--- config.mk ---
export PLATFORM = sky130hd
export DESIGN_NAME = stopclk_pm_ctrl
export DESIGN_NICKNAME = d
export VERILOG_FILES = /design/src/rtl/stopclk_pm_pkg.sv /design/src/rtl/stopclk_pm_fsm.sv /design/src/rtl/stopclk_pm_oppt.sv /design/src/rtl/stopclk_pm_ctrl.sv
export SDC_FILE = /design/constraint.sdc
export NUM_CORES = 1
export LEC_CHECK = 0
export BUFFER_PORTS_ARGS = -buffer_cell sky130_fd_sc_hd__clkbuf_2
export CORE_MARGIN = 2
export CORE_UTILIZATION = 53
export DETAILED_ROUTE_END_ITERATION = 16
export PLACE_DENSITY_LB_ADDON = 0.05
export SYNTH_ARGS = -nofsm -noshare
export SYNTH_HDL_FRONTEND = slang
export SYNTH_SLANG_ARGS = --single-unit
--- constraint.sdc ---
create_clock -name clk_i -period 2.5 [get_ports clk_i]
set_input_delay 0.75 -clock clk_i [delete_from_list [all_inputs] [get_ports clk_i]]
set_output_delay 0.75 -clock clk_i [all_outputs]
set_load 0.02 [all_outputs]
--- src/rtl/stopclk_pm_pkg.sv ---
package stopclk_pm_pkg;
  typedef enum logic [2:0] {
    ST_NORMAL   = 3'd0,
    ST_HALT     = 3'd1,
    ST_STOPGNT  = 3'd2,
    ST_HALT_SNP = 3'd3,
    ST_SG_SNP   = 3'd4,
    ST_XH_EXIT  = 3'd5
  } pm_state_e;

  // exit sequencing is reported as halt
  function automatic logic [2:0] report_code(pm_state_e s);
    return (s == ST_XH_EXIT) ? 3'd1 : 3'(s);
  endfunction
endpackage

--- src/rtl/stopclk_pm_fsm.sv ---
module stopclk_pm_fsm
  import stopclk_pm_pkg::*;
#(
  parameter int NUM_BREAK = 7
) (
  input  logic                 clk_i,
  input  logic                 rst_ni,
  input  logic                 halt_instr_i,
  input  logic                 xhalt_en_i,
  input  logic [NUM_BREAK-1:0] break_i,
  input  logic                 stpclk_ni,
  input  logic                 snoop_req_i,
  input  logic                 snoop_done_i,
  input  logic                 at_low_i,
  input  logic                 settle_done_i,
  output logic [2:0]           state_o,
  output logic                 halt_cycle_o,
  output logic                 snoop_svc_o,
  output logic                 track_o,
  output logic                 lower_o,
  output logic                 restore_vid_o,
  output logic                 restore_ratio_o
);
  pm_state_e state_q, state_d, ret_q, ret_d;
  logic      xh_q, xh_d, hc_d;
  logic      brk_any;

  assign brk_any = |break_i;

  always_comb begin
    state_d         = state_q;
    ret_d           = ret_q;
    xh_d            = xh_q;
    hc_d            = 1'b0;
    track_o         = 1'b0;
    lower_o         = 1'b0;
    restore_vid_o   = 1'b0;
    restore_ratio_o = 1'b0;
    unique case (state_q)
      ST_NORMAL: begin
        track_o = 1'b1;
        if (!stpclk_ni) begin
          state_d = ST_STOPGNT;
          ret_d   = ST_NORMAL;
        end else if (halt_instr_i) begin
          state_d = ST_HALT;
          hc_d    = 1'b1;
          if (xhalt_en_i && !at_low_i) begin
            lower_o = 1'b1;
            track_o = 1'b0;
            xh_d    = 1'b1;
          end
        end
      end
      ST_HALT: begin
        if (brk_any) begin
          if (xh_q) begin
            state_d       = ST_XH_EXIT;
            restore_vid_o = 1'b1;
          end else begin
            state_d = ST_NORMAL;
          end
        end else if (!stpclk_ni) begin
          state_d = ST_STOPGNT;
          ret_d   = ST_HALT;
        end else if (snoop_req_i) begin
          state_d = ST_HALT_SNP;
        end
      end
      ST_XH_EXIT: begin
        if (settle_done_i) begin
          restore_ratio_o = 1'b1;
          xh_d            = 1'b0;
          state_d         = ST_NORMAL;
        end
      end
      ST_STOPGNT: begin
        if (stpclk_ni)        state_d = ret_q;
        else if (snoop_req_i) state_d = ST_SG_SNP;
      end
      ST_HALT_SNP: if (snoop_done_i) state_d = ST_HALT;
      ST_SG_SNP:   if (snoop_done_i) state_d = ST_STOPGNT;
      default:     state_d = ST_NORMAL;
    endcase
  end

  always_ff @(posedge clk_i or negedge rst_ni) begin
    if (!rst_ni) begin
      state_q      <= ST_NORMAL;
      ret_q        <= ST_NORMAL;
      xh_q         <= 1'b0;
      halt_cycle_o <= 1'b0;
    end else begin
      state_q      <= state_d;
      ret_q        <= ret_d;
      xh_q         <= xh_d;
      halt_cycle_o <= hc_d;
    end
  end

  assign state_o     = report_code(state_q);
  assign snoop_svc_o = (state_q == ST_HALT_SNP) || (state_q == ST_SG_SNP);
endmodule

--- src/rtl/stopclk_pm_oppt.sv ---
module stopclk_pm_oppt #(
  parameter int                 VID_W         = 8,
  parameter int                 RATIO_W       = 6,
  parameter int                 SETTLE_W      = 8,
  parameter logic [VID_W-1:0]   VID_DEFAULT   = '0,
  parameter logic [VID_W-1:0]   VID_LOW       = '0,
  parameter logic [RATIO_W-1:0] RATIO_DEFAULT = '0,
  parameter logic [RATIO_W-1:0] RATIO_LOW     = '0
) (
  input  logic                clk_i,
  input  logic                rst_ni,
  input  logic                track_i,
  input  logic                lower_i,
  input  logic                restore_vid_i,
  input  logic                restore_ratio_i,
  input  logic [VID_W-1:0]    vid_req_i,
  input  logic [RATIO_W-1:0]  ratio_req_i,
  input  logic [SETTLE_W-1:0] settle_cycles_i,
  output logic [VID_W-1:0]    vid_o,
  output logic [RATIO_W-1:0]  ratio_o,
  output logic                at_low_o,
  output logic                settle_done_o
);
  logic [VID_W-1:0]    vid_sv_q;
  logic [RATIO_W-1:0]  ratio_sv_q;
  logic [SETTLE_W-1:0] cnt_q;

  always_ff @(posedge clk_i or negedge rst_ni) begin
    if (!rst_ni) begin
      vid_o      <= VID_DEFAULT;
      ratio_o    <= RATIO_DEFAULT;
      vid_sv_q   <= VID_DEFAULT;
      ratio_sv_q <= RATIO_DEFAULT;
    end else begin
      if (lower_i) begin
        vid_sv_q   <= vid_o;
        ratio_sv_q <= ratio_o;
        vid_o      <= VID_LOW;
        ratio_o    <= RATIO_LOW;
      end else if (track_i) begin
        vid_o   <= vid_req_i;
        ratio_o <= ratio_req_i;
      end
      if (restore_vid_i)   vid_o   <= vid_sv_q;
      if (restore_ratio_i) ratio_o <= ratio_sv_q;
    end
  end

  always_ff @(posedge clk_i or negedge rst_ni) begin
    if (!rst_ni)              cnt_q <= '0;
    else if (restore_vid_i)   cnt_q <= settle_cycles_i;
    else if (cnt_q != '0)     cnt_q <= cnt_q - 1'b1;
  end

  assign settle_done_o = (cnt_q == '0);
  assign at_low_o      = (vid_o == VID_LOW) && (ratio_o == RATIO_LOW);
endmodule

--- src/rtl/stopclk_pm_ctrl.sv ---
module stopclk_pm_ctrl #(
  parameter int                 NUM_BREAK     = 7,
  parameter int                 VID_W         = 8,
  parameter int                 RATIO_W       = 6,
  parameter int                 SETTLE_W      = 8,
  parameter logic [VID_W-1:0]   VID_DEFAULT   = 8'h40,
  parameter logic [VID_W-1:0]   VID_LOW       = 8'h10,
  parameter logic [RATIO_W-1:0] RATIO_DEFAULT = 6'd20,
  parameter logic [RATIO_W-1:0] RATIO_LOW     = 6'd6
) (
  input  logic                 clk_i,
  input  logic                 rst_ni,
  input  logic                 halt_instr_i,
  input  logic                 xhalt_en_i,
  input  logic [NUM_BREAK-1:0] break_i,
  input  logic                 stpclk_ni,
  input  logic                 snoop_req_i,
  input  logic                 snoop_done_i,
  input  logic [VID_W-1:0]     vid_req_i,
  input  logic [RATIO_W-1:0]   ratio_req_i,
  input  logic [SETTLE_W-1:0]  settle_cycles_i,
  output logic [2:0]           state_o,
  output logic                 halt_cycle_o,
  output logic                 snoop_svc_o,
  output logic [VID_W-1:0]     vid_o,
  output logic [RATIO_W-1:0]   ratio_o
);
  logic track, lower, restore_vid, restore_ratio, at_low, settle_done;

  stopclk_pm_fsm #(.NUM_BREAK(NUM_BREAK)) u_fsm (
    .clk_i           (clk_i),
    .rst_ni          (rst_ni),
    .halt_instr_i    (halt_instr_i),
    .xhalt_en_i      (xhalt_en_i),
    .break_i         (break_i),
    .stpclk_ni       (stpclk_ni),
    .snoop_req_i     (snoop_req_i),
    .snoop_done_i    (snoop_done_i),
    .at_low_i        (at_low),
    .settle_done_i   (settle_done),
    .state_o         (state_o),
    .halt_cycle_o    (halt_cycle_o),
    .snoop_svc_o     (snoop_svc_o),
    .track_o         (track),
    .lower_o         (lower),
    .restore_vid_o   (restore_vid),
    .restore_ratio_o (restore_ratio)
  );

  stopclk_pm_oppt #(
    .VID_W(VID_W), .RATIO_W(RATIO_W), .SETTLE_W(SETTLE_W),
    .VID_DEFAULT(VID_DEFAULT), .VID_LOW(VID_LOW),
    .RATIO_DEFAULT(RATIO_DEFAULT), .RATIO_LOW(RATIO_LOW)
  ) u_oppt (
    .clk_i           (clk_i),
    .rst_ni          (rst_ni),
    .track_i         (track),
    .lower_i         (lower),
    .restore_vid_i   (restore_vid),
    .restore_ratio_i (restore_ratio),
    .vid_req_i       (vid_req_i),
    .ratio_req_i     (ratio_req_i),
    .settle_cycles_i (settle_cycles_i),
    .vid_o           (vid_o),
    .ratio_o         (ratio_o),
    .at_low_o        (at_low),
    .settle_done_o   (settle_done)
  );
endmodule

======== After elaboration in Yosys (flattened, before gate mapping) ========
Index checks and enable logic that the tools add are counted.
cells by class
  add/sub/neg operators ................... 1
  equality and inequality tests ........... 19
  magnitude comparators ................... 0
  mux-type cells .......................... 46
  reduce and logical (&&, ||, !) cells .... 16
  $mul .................................... 0
  bitwise logic cells ..................... 0
  div/mod/pow operators ................... 0
  shift-type cells ........................ 0
operator list
  kind                                                 number
  2-to-1 mux 3 bit                                     15
  2-to-1 mux 8 bit                                     5
  2-to-1 mux 1 bit                                     20
  2-to-1 mux 6 bit                                     3
  case mux 3 bit (6 select lines)                      1
  != test 2 bit, second input constant                 8
  equality test 8 x 5 -> 1 bit, second input constant  1
  logical NOT 8 bit                                    1
  nonzero test 8 bit                                   1
  subtractor 8 x 1 -> 8 bit, second input constant     1
  OR reduction 7 bit                                   1
  equality test 3 x 2 -> 1 bit, second input constant  2
  equality test 3 bit, second input constant           2
  equality test 6 x 3 -> 1 bit, second input constant  1
  != test 3 bit, second input constant                 2
  case mux 3 bit (2 select lines)                      1
  AND reduction 6 bit                                  1
  nonzero test 2 bit                                   3
  nonzero test 3 bit                                   2
  AND reduction 5 bit                                  1
  != test 4 x 3 -> 1 bit, second input constant        1
  AND reduction 4 bit                                  1
  equality test 3 x 1 -> 1 bit, second input constant  1
  logical NOT 3 bit                                    1
  5 further kinds                                      6
storage, ports and cells
  bits in latches ......................... 0
  bits of input ports ..................... 36
  register bits after elaboration ......... 44
  RAM bits ................................ 0
  word-level logic and storage cells ...... 91
  memories kept ........................... 0
  ROM bits ................................ 0

======== Longest topological paths before layout ========
Gate-level depths: netlist (run 1).
  depth after elaboration ................. 11
  gate-level depth with buffers ........... 7
  depth with buffers taken out ............ 6

======== Modules after synthesis ========
From an unflattened synthesis (run 1), not the netlist that was laid out.
unflattened totals
  cell total of the unflattened synthesis .. 218
  area total of the unflattened synthesis .. 2233.4 um^2
modules (own cells, without submodules)
  module           seq. area each (um^2)  cells each  instances  area an instance (um^2)
  stopclk_pm_oppt  908.4                  154         1          1722.9
  stopclk_pm_fsm   150.1                  64          1          510.5

======== Least setup slack after synthesis (run 1) ========
Ideal clock, no wire load.
  path type ............................... in2reg
  from .................................... input break_i[2]
  to ...................................... register u_oppt.cnt_q[1]
  cell stages on the path ................. 5
  slack ................................... 415 ps
  buffers on the path ..................... 2
  data arrival time ....................... 1967 ps
  data required time ...................... 2382 ps
  path through ............................ or4_4 > o2111a_1 > buf_6 > buf_6 > a21o_1
on the way
  word-level cells in the longest chain between the ends .. 4
  elaborated cells on any way between the ends .. 5
  classes of those cells .................. 3 x mux; 2 x reduce/logical
RTL lines
  element                                                 line                   source
  start, declared                                         stopclk_pm_ctrl.sv:15  input logic [NUM_BREAK-1:0] break_i,
  OR reduction 7 bit (*)                                  stopclk_pm_fsm.sv:28   assign brk_any = |break_i;
  2-to-1 mux 1 bit (*)                                    stopclk_pm_fsm.sv:56   if (brk_any) begin
  2-to-1 mux 1 bit (*)                                    stopclk_pm_fsm.sv:39   unique case (state_q)
  2-to-1 mux 8 bit or nonzero test 2 bit (tied branches)  -
  end signal, assigned                                    stopclk_pm_oppt.sv:51  else if (restore_vid_i) cnt_q <= settle_cycles_i;
  end signal, assigned                                    stopclk_pm_oppt.sv:52  else if (cnt_q != '0) cnt_q <= cnt_q - 1'b1;
  end, declared                                           stopclk_pm_oppt.sv:26  logic [SETTLE_W-1:0] cnt_q;
Every way passes the cells marked *; elsewhere a longest branch is shown, timed or not.
A chain may end at the register's enable or synchronous reset.

======== Final worst setup path (run 1) ========
  from .................................... register u_fsm.state_q[0]
  to ...................................... output state_o[2]
on the way
  word-level cells in the longest chain between the ends .. 2
RTL lines
  element                 line                   source
  start, declared         stopclk_pm_fsm.sv:24   pm_state_e state_q, state_d, ret_q, ret_d;
  start signal, assigned  stopclk_pm_fsm.sv:94   state_q <= state_d;
  equality test 3 bit     stopclk_pm_pkg.sv:13   return (s == ST_XH_EXIT) ? 3'd1 : 3'(s);
  2-to-1 mux 3 bit        stopclk_pm_pkg.sv:13
  end, declared           stopclk_pm_ctrl.sv:22  output logic [2:0] state_o,
No other way between the ends.

==> results of run 1 <==
-- metrics by stage --
| step | setup slack (ns) | util |
|---|---|---|
| after floorplan | 0.4147 | - |
| after global placement | 0.1842 | 0.6351 |
| after detailed placement | 0.1696 | 0.6351 |
| after CTS | 0.2945 | 0.6587 |
| after global routing | 0.2014 | 0.6587 |
| final | 0.2925 | 0.6587 |
-- cell type report --
| type | count | area [µm²] | area share |
|---|---|---|---|
| Multi-Input combinational cell | 162 | 1072 | 0.4041 |
| Sequential cell | 42 | 1059 | 0.3989 |
| Timing Repair Buffer | 61 | 335.3 | 0.1264 |
| Clock buffer | 6 | 82.58 | 0.03112 |
| Tap cell | 50 | 62.56 | 0.02357 |
| Inverter | 8 | 30.03 | 0.01132 |
| Clock inverter | 2 | 12.51 | 0.004715 |
-- logic make-up after synthesis --
| group | after synthesis | share of synthesized area |
|---|---|---|
| adder cells (fa/ha/maj) | 2 | 0.01112 |
| AO/OA/AOI/OAI | 66 | 0.1908 |
| buffers and inverters | 24 | 0.05283 |
| multiplexers | 16 | 0.07953 |
| flip-flops | 42 | 0.4705 |
| XOR/XNOR | 5 | 0.01947 |
| AND/OR/NAND/NOR | 73 | 0.1758 |
-- metal layers --
metal  wire length [µm]  vias up  part of all wire  global-route usage
li1                   -      936                 -                   -
met1               2300      924              0.45              0.2880
met2               2476       58              0.48              0.3494
met3                270        8             0.053             0.06140
met4                 72        0             0.014             0.08061
met5                  0        -                 0                   0
-- layout by cell type (no fill, tap or decap), drive strengths merged, types with 2 or more instances in the layout --
cell,n
clkbuf,60
dfrtp,36
nor2,23
a21oi,19
nand2,15
mux2,15
o211ai,13
o21ai,13
inv,8
buf,7
a31oi,6
dfstp,6
nor3,5
nor4b,4
o21a,4
nand4,4
nand3,3
nor2b,3
nor4,3
xnor2,3
nor3b,3
or4,2
or3,2
xor2,2
o31ai,2
o22ai,2
ha,2
-- power by group --
part | switching [mW] | internal [mW] | leakage [nW]
Clock | 0.240 | 0.222 | 0.0472
Sequential | 0.349 | 1.05 | 0.500
Combinational | 0.873 | 0.684 | 0.657
-- worst max path at each step --
stage          slack, ns               to             start
2_1_floorplan       0.41  u_oppt.cnt_q[1]        break_i[2]
3_3_place_gp        0.18  u_oppt.vid_o[0]        break_i[2]
3_5_place_dp        0.17  u_oppt.vid_o[5]        break_i[2]
4_1_cts             0.29       state_o[2]  u_fsm.state_q[0]
5_1_grt             0.20       state_o[2]  u_fsm.state_q[0]
6_report            0.29       state_o[2]  u_fsm.state_q[0]
-- sequential cells by signal (all words and copies together) (netlist names) --
register,cells
u_fsm.halt_cycle_o,1
u_fsm.ret_q,1
u_fsm.state_q,3
u_fsm.xh_q,1
u_oppt.cnt_q,8
u_oppt.ratio_o,6
u_oppt.ratio_sv_q,6
u_oppt.vid_o,8
u_oppt.vid_sv_q,8
==> qor.csv, run 1 <==
stage,metric,value,unit
synthesis,synth_common_cells,"36 x dfrtp_1, 22 x nor2_1, 18 x a21oi_1",
clock_tree,insertion_delay,0.30,ns
detailed_routing,vias_per_cell,5.819,
layout,syn2layout_area_growth,17.96,%
synthesis,ys_seq_elements,42,
global_route,gr-total-overflow,0,
layout,diodes,0,
die,die_h,69.15,µm
clock_tree,numCtsBuffers,5,
clock_tree,cts_tree,done,
detailed_routing,drtIter0Drc,71,
worst_setup_path,setup.worst_path.class,reg -> out,
timing,worst_slew_margin_rel,0.5516,
timing,timing.hold.ws,0.4459,ns
die,die_w,69.15,µm
worst_setup_path,r2r_cells,6,
clock_tree,clk_pin_slew_worst_paths,0.08,ns
hold_path,worst_hold_path_type,in -> async,
worst_setup_path,max_stage_delay,0.58,ns
die,io_pins,55,
timing,hold_viol,0,
synthesis,synth_edf_count,0,
global_route,grt_max_degree,23,
synthesis,seq_area_frac_synth,0.4705,
worst_setup_path,cp.arrival,1.46,ns
detailed_routing,dr_total_vias,1926,
worst_setup_path,rr_endpoint,u_fsm.state_q[2],
clock_tree,postCtsSetupBuffers,0,
synthesis,yosysTopAreaCell,dfrtp_1,
clock_tree,cts_resized,0,
placement,dp_hpwl,3625,µm
synthesis,synth_fp_nets,266,
die,rows,23,
timing,rsz0062_at_grt,no,
worst_setup_path,critPathLaunchType,flip-flop,
synthesis,synth_area,2250,µm²
synthesis,yosysUniqueCellTypes,47,
global_route,grt_usage,0.2201,
job,cap_violations,0,
die,die_area,4782,µm²
worst_setup_path,cp.required,1.75,ns
status,status,completed,
layout,n_fill_cell,340,
timing,fin_worst_skew,0.007051,ns
layout,stdcell_count,331,
worst_setup_path,cp.depth,3,
timing,finalSetupViolCount,0,
clock_tree,htree_num_levels,2,
clock_tree,cts_sinks,42,
synthesis,syn_inst,228,
power_and_ir_drop,ir_worst_vdd,0.0006286,V
synthesis,synth_top_cells_by_area,"dfrtp_1 40%, mux2_2 7.5%, dfstp_2 7.0%",
clock_tree,ctsHoldBuffers,0,
global_route,grt_pass1_wl,8376,µm
power_and_ir_drop,leakagePower,1.204,nW
global_route,antenna_found_initial,0,
synthesis,ys.flop_type,dfrtp_1,
detailed_routing,final_antenna_net_count,0,
synthesis,async_reset_ff_frac,1.000,
timing,fin_crit,2.207,ns
timing,slew_viol_final,0,
detailed_routing,drt_pass1_iterations,4,
worst_setup_path,cp-end-kind,primary output,
synthesis,synth_most_common_cell,dfrtp_1,
clock_tree,cts_buffer_depth,2,
layout,drive_gt1_frac,0.3488,
layout,postLayoutCellArea,2654,µm²
placement,dp.cells,323,
layout,final_nets,318,
timing,max_freq,453.0,MHz
detailed_routing,drc,0,
die,core-area,4029,µm²
worst_setup_path,crit_buf_inv,1,
power_and_ir_drop,pwr_density_cell,1287,nW/µm²
placement,gp_congestion,0.7887,
worst_setup_path,crit_fanout,13,
synthesis,yosysWarningCount,0,
global_route,grt_pass1_vias,1837,
clock_tree,cts-root-buf,clkbuf_8,
worst_setup_path,crit_path_top_delay_cell,dfrtp_1,
timing,tns,0,ns
detailed_routing,routed_wl,5118,µm
timing,fin_crit_sh,0.8830,
power_and_ir_drop,power,3.417,mW
worst_setup_path,cpLargestDelayFamily,flip-flops,
worst_setup_path,r2r_setup_slack,0.52,ns
die,initial_core_util,0.5584,
worst_setup_path,timing.rr.start,u_oppt.cnt_q[0],
placement,dpl-instance-area,2559,µm²
synthesis,synth_area_per_cell,9.867,µm²
placement,portBuffers,54,
worst_setup_path,path_cells,nor2b_1 > nor2_1 > clkbuf_2,
synthesis,synth_top_cell_area_share,0.4004,
timing,worstMarginPinSlew,0.6726,ns
detailed_routing,routedWlPerCell,15.46,µm
Power figures use the tool's default switching activity.
==> run 2, diff against run 1 <==
--- a/config.mk
+++ b/config.mk
@@ -12,4 +12,5 @@
 export PLACE_DENSITY_LB_ADDON = 0.05
 export SYNTH_ARGS = -nofsm -noshare
 export SYNTH_HDL_FRONTEND = slang
+export SYNTH_HIERARCHICAL = 1
 export SYNTH_SLANG_ARGS = --single-unit
==> run 2 against run 1 <==
Cell area grew 2.5%. Flip-flop and latch count is the same. Maximum frequency shrank 6.3%.
==> qor.csv, run 2 <==
stage,metric,value,unit,change
detailed_routing,routed_wl,4923,µm,-3.8%
layout,final_nets,317,,-0.31%
worst_setup_path,r2r_setup_slack,0.14,ns,-0.38 ns
layout,diodes,0,,unchanged
synthesis,yosysWarningCount,6,,+6
synthesis,seq_area_frac_synth,0.4739,,+0.003427
placement,dp_hpwl,3674,µm,+1.4%
power_and_ir_drop,clockPowerShare,0.132,,-0.003
global_route,grt_pass1_vias,1804,,-1.8%
die,initial_core_util,0.5543,,-0.004037
layout,syn2layout_area_growth,21.79,%,
synthesis,ys_seq_elements,42,,unchanged
clock_tree,postCtsSetupBuffers,0,,unchanged
placement,gp_congestion,0.8440,,+7.0%
clock_tree,htree_num_levels,2,,unchanged
detailed_routing,wl_met1,2257,µm,-1.9%
detailed_routing,top_layer,met4,,
synthesis,yosysTopAreaCell,dfrtp_1,,
detailed_routing,dr_total_vias,1869,,-3.0%
worst_setup_path,cp.required,2.66,ns,+0.91 ns
clock_tree,clk_pin_slew_worst_paths,0.08,ns,about the same
synthesis,syn_inst,218,,-4.4%
synthesis,yosys.area_share.simple,0.1894,,+0.01360
synthesis,synth_area,2233,µm²,-0.72%
worst_setup_path,r2r_cells,8,,+2
layout,fin_util,0.6752,,+0.01646
hold_path,worst_hold_path_type,in -> async,,
detailed_routing,drc,0,,unchanged
detailed_routing,drt_pass1_iterations,4,,unchanged
layout,final_common_cell,clkbuf_2,,
synthesis,synthAdderAreaFrac,0.005602,,-0.005521
die,die_h,68.92,µm,-0.34%
timing,fin_worst_skew,0.005793,ns,-0.001258 ns
status,status,completed,,
job,cap_violations,0,,unchanged
layout,drive_gt1_frac,0.3843,,+0.03559
worst_setup_path,crit_fanout,5,,-8
worst_setup_path,cp-startpoint,u_oppt/vid_o[1],,
global_route,grt_usage,0.2297,,+0.009584
die,core-area,4029,µm²,unchanged
timing,tns,0,ns,unchanged
power_and_ir_drop,pwr-share-comb,0.482,,+0.026
synthesis,async_reset_ff_frac,1.000,,unchanged
placement,portBuffers,54,,unchanged
clock_tree,cts_tree,done,,
synthesis,synth_fp_nets,255,,-4.1%
power_and_ir_drop,leakagePower,1.246,nW,+3.5%
layout,reg.largest.list,"u_oppt/cnt_q: 8 flops, u_oppt/vid_o: 8 flops, u_oppt/vid_sv_q: 8 flops",,
detailed_routing,routed-wl-met2,2342,µm,-5.4%
worst_setup_path,crit_path_end,u_oppt/vid_o[2],,
power_and_ir_drop,power.net_switching,1.389,mW,-5.0%
die,rows,23,,unchanged
detailed_routing,met3_length,253,µm,-6.3%
synthesis,synth_edf_count,0,,unchanged
power_and_ir_drop,power,3.399,mW,-0.53%
timing,slew_viol_final,0,,unchanged
worst_setup_path,timing.rr.start,u_oppt/vid_o[1],,
power_and_ir_drop,p_seq_frac,0.386,,-0.023
timing,fin_crit_sh,0.9422,,+0.05924
placement,pre_cts_ws,0.1264,ns,-0.04322 ns
synthesis,synth_common_cells,"36 x dfrtp_1, 22 x nand2_1, 16 x o21ai_0",,
clock_tree,cts-root-buf,clkbuf_8,,
timing,finalSetupViolCount,0,,unchanged
die,die_area,4749,µm²,-0.68%
power_and_ir_drop,pwr_density_cell,1249,nW/µm²,-3.0%
global_route,antenna_found_initial,0,,unchanged
timing,setup_ws,0.1444,ns,-0.1481 ns
worst_setup_path,rr_endpoint,u_oppt/vid_o[2],,
detailed_routing,routedWlPerCell,14.87,µm,-3.8%
timing,fin_crit,2.356,ns,+0.1481 ns
synthesis,synth_top_cells_by_area,"dfrtp_1 40%, mux2_2 7.6%, dfstp_2 7.1%",,
worst_setup_path,cp-end-kind,flip-flop,,
power_and_ir_drop,ir_worst_vdd,0.0006815,V,+8.4%
clock_tree,insertion_delay,0.29,ns,about the same
synthesis,synth-xor-area-share,0.007843,,-0.01162
global_route,grt_max_degree,23,,unchanged
power_and_ir_drop,p_int,2.010,mW,+2.8%
detailed_routing,final_antenna_net_count,0,,unchanged
synthesis,synth_mux_area_frac,0.1294,,+0.04988
worst_setup_path,cp.arrival,2.52,ns,+1.06 ns
worst_setup_path,critPathLaunchType,flip-flop,,
synthesis,yosysUniqueCellTypes,52,,+11%
timing,worst_slew_margin_rel,0.5921,,+0.04051
worst_setup_path,setup.worst_path.class,reg -> reg,,
clock_tree,cts_buffer_depth,2,,unchanged
power_and_ir_drop,sw_frac_of_total,0.4085,,-0.01940
synthesis,ys.flop_type,dfrtp_1,,
synthesis,synth_area_per_cell,10.24,µm²,+3.8%
global_route,gr-total-overflow,0,,unchanged
detailed_routing,drtIter0Drc,131,,+85%
die,die_w,68.92,µm,-0.34%
global_route,grt_pass1_wl,7997,µm,-4.5%
clock_tree,numCtsBuffers,5,,unchanged
die,io_pins,55,,unchanged
timing,worstMarginPinSlew,0.6072,ns,-0.06532 ns
synthesis,synth-compound-area-share,0.1440,,-0.04679
detailed_routing,vias_per_cell,5.647,,-3.0%
layout,layout_common_cells,"54 x clkbuf_2, 36 x dfrtp_1, 22 x nand2_1, 16 x o21ai_0, 15 x mux2_2",,
timing,rsz0062_at_grt,no,,
clock_tree,cts_sinks,42,,unchanged
timing,hold_viol,0,,unchanged
timing,max_freq,424.5,MHz,-6.3%
synthesis,synth_top_family_by_area,simple AND/OR/NAND/NOR gates,,
synthesis,synth_most_common_cell,dfrtp_1,,
synthesis,synth_top_cell_area_share,0.4034,,+0.002916
run 2: cell types whose count changed in the layout (fill, tap and decap cells not counted), moves of 5 or more:
| cell | before | now |
|---|---|---|
| buf_4 | 6 | 14 |
| nor3_1 | 5 | 10 |
| mux2i_1 | 1 | 12 |
| nand2_1 | 15 | 22 |
| a21oi_1 | 18 | 6 |
| nor2_1 | 22 | 12 |
| o211ai_1 | 13 | 1 |
| o21ai_1 | 6 | 0 |
| o21ai_0 | 7 | 16 |
run 2: cells by family after synthesis:
family,Yosys count
DFF,42
muxes,27
buffers and inverters,24
xor gates and xnor gates,2
AOI/OAI and AO/OA,47
and+or+nand+nor,75
adders and majority gates,1
run 2: layer usage:
metal | vias to the layer above | global-route usage
met3 | 8 | 0.05032
met5 | - | 0
met1 | 900 | 0.3002
li1 | 912 | -
met4 | 0 | 0.07353
met2 | 49 | 0.3810
run 2: worst min-delay path by stage:
stage / cells past startpoint / end / slack (ns)
2_1_floorplan: 0 / u_fsm/halt_cycle_o / 0.45
5_1_grt: 1 / u_oppt/cnt_q[6] / 0.47
3_3_place_gp: 2 / u_oppt/vid_o[0] / 0.46
4_1_cts: 1 / u_oppt/cnt_q[6] / 0.45
6_report: 1 / u_oppt/cnt_q[4] / 0.43
3_5_place_dp: 2 / u_oppt/vid_o[7] / 0.48
run 2: through the flow:
stage | area (µm²) | hold WS [ns] | std cells
after floorplan | 2233 | 0.4460 | 218
after global placement | 2626 | 0.4591 | 323
after CTS | 2718 | 0.4458 | 331
final | 2720 | 0.4342 | 331
after global routing | 2720 | 0.4703 | 331
after detailed placement | 2626 | 0.4766 | 323
run 2: final cells by class:
class                      instances  area (µm²)
clock inverter                     1       5.005
fill                             353        1309
timing repair buffer              69       395.4
sequential                        42        1059
inverter                          10       37.54
tap                               50       62.56
clock buffer                       7       86.33
multi-input combinational        152        1075
run 2: repair_timing:
item                       in CTS  in global routing
hold buffers                    0                  0
setup endpoints to repair       0                  1
gates resized for setup         0                  1
run 2: power by group through the flow:
stage          clock, mW  sequential (mW)  combinational, mW
6_report           0.449             1.31               1.64
2_1_floorplan          0             1.38               1.10
3_3_place_gp           0             1.31               1.60
5_1_grt            0.490             1.36               1.81
3_5_place_dp           0             1.31               1.63
4_1_cts            0.457             1.31               1.64
run 2: critical path, stage by stage, from the launching register on:
cell and delay, ns:
dfrtp_1 0.41, or4_1 0.54, nor4_1 0.30, buf_4 0.19
nor3_1 0.05, nor2_1 0.23, buf_4 0.22, mux2i_1 0.19
o21ai_0 0.10
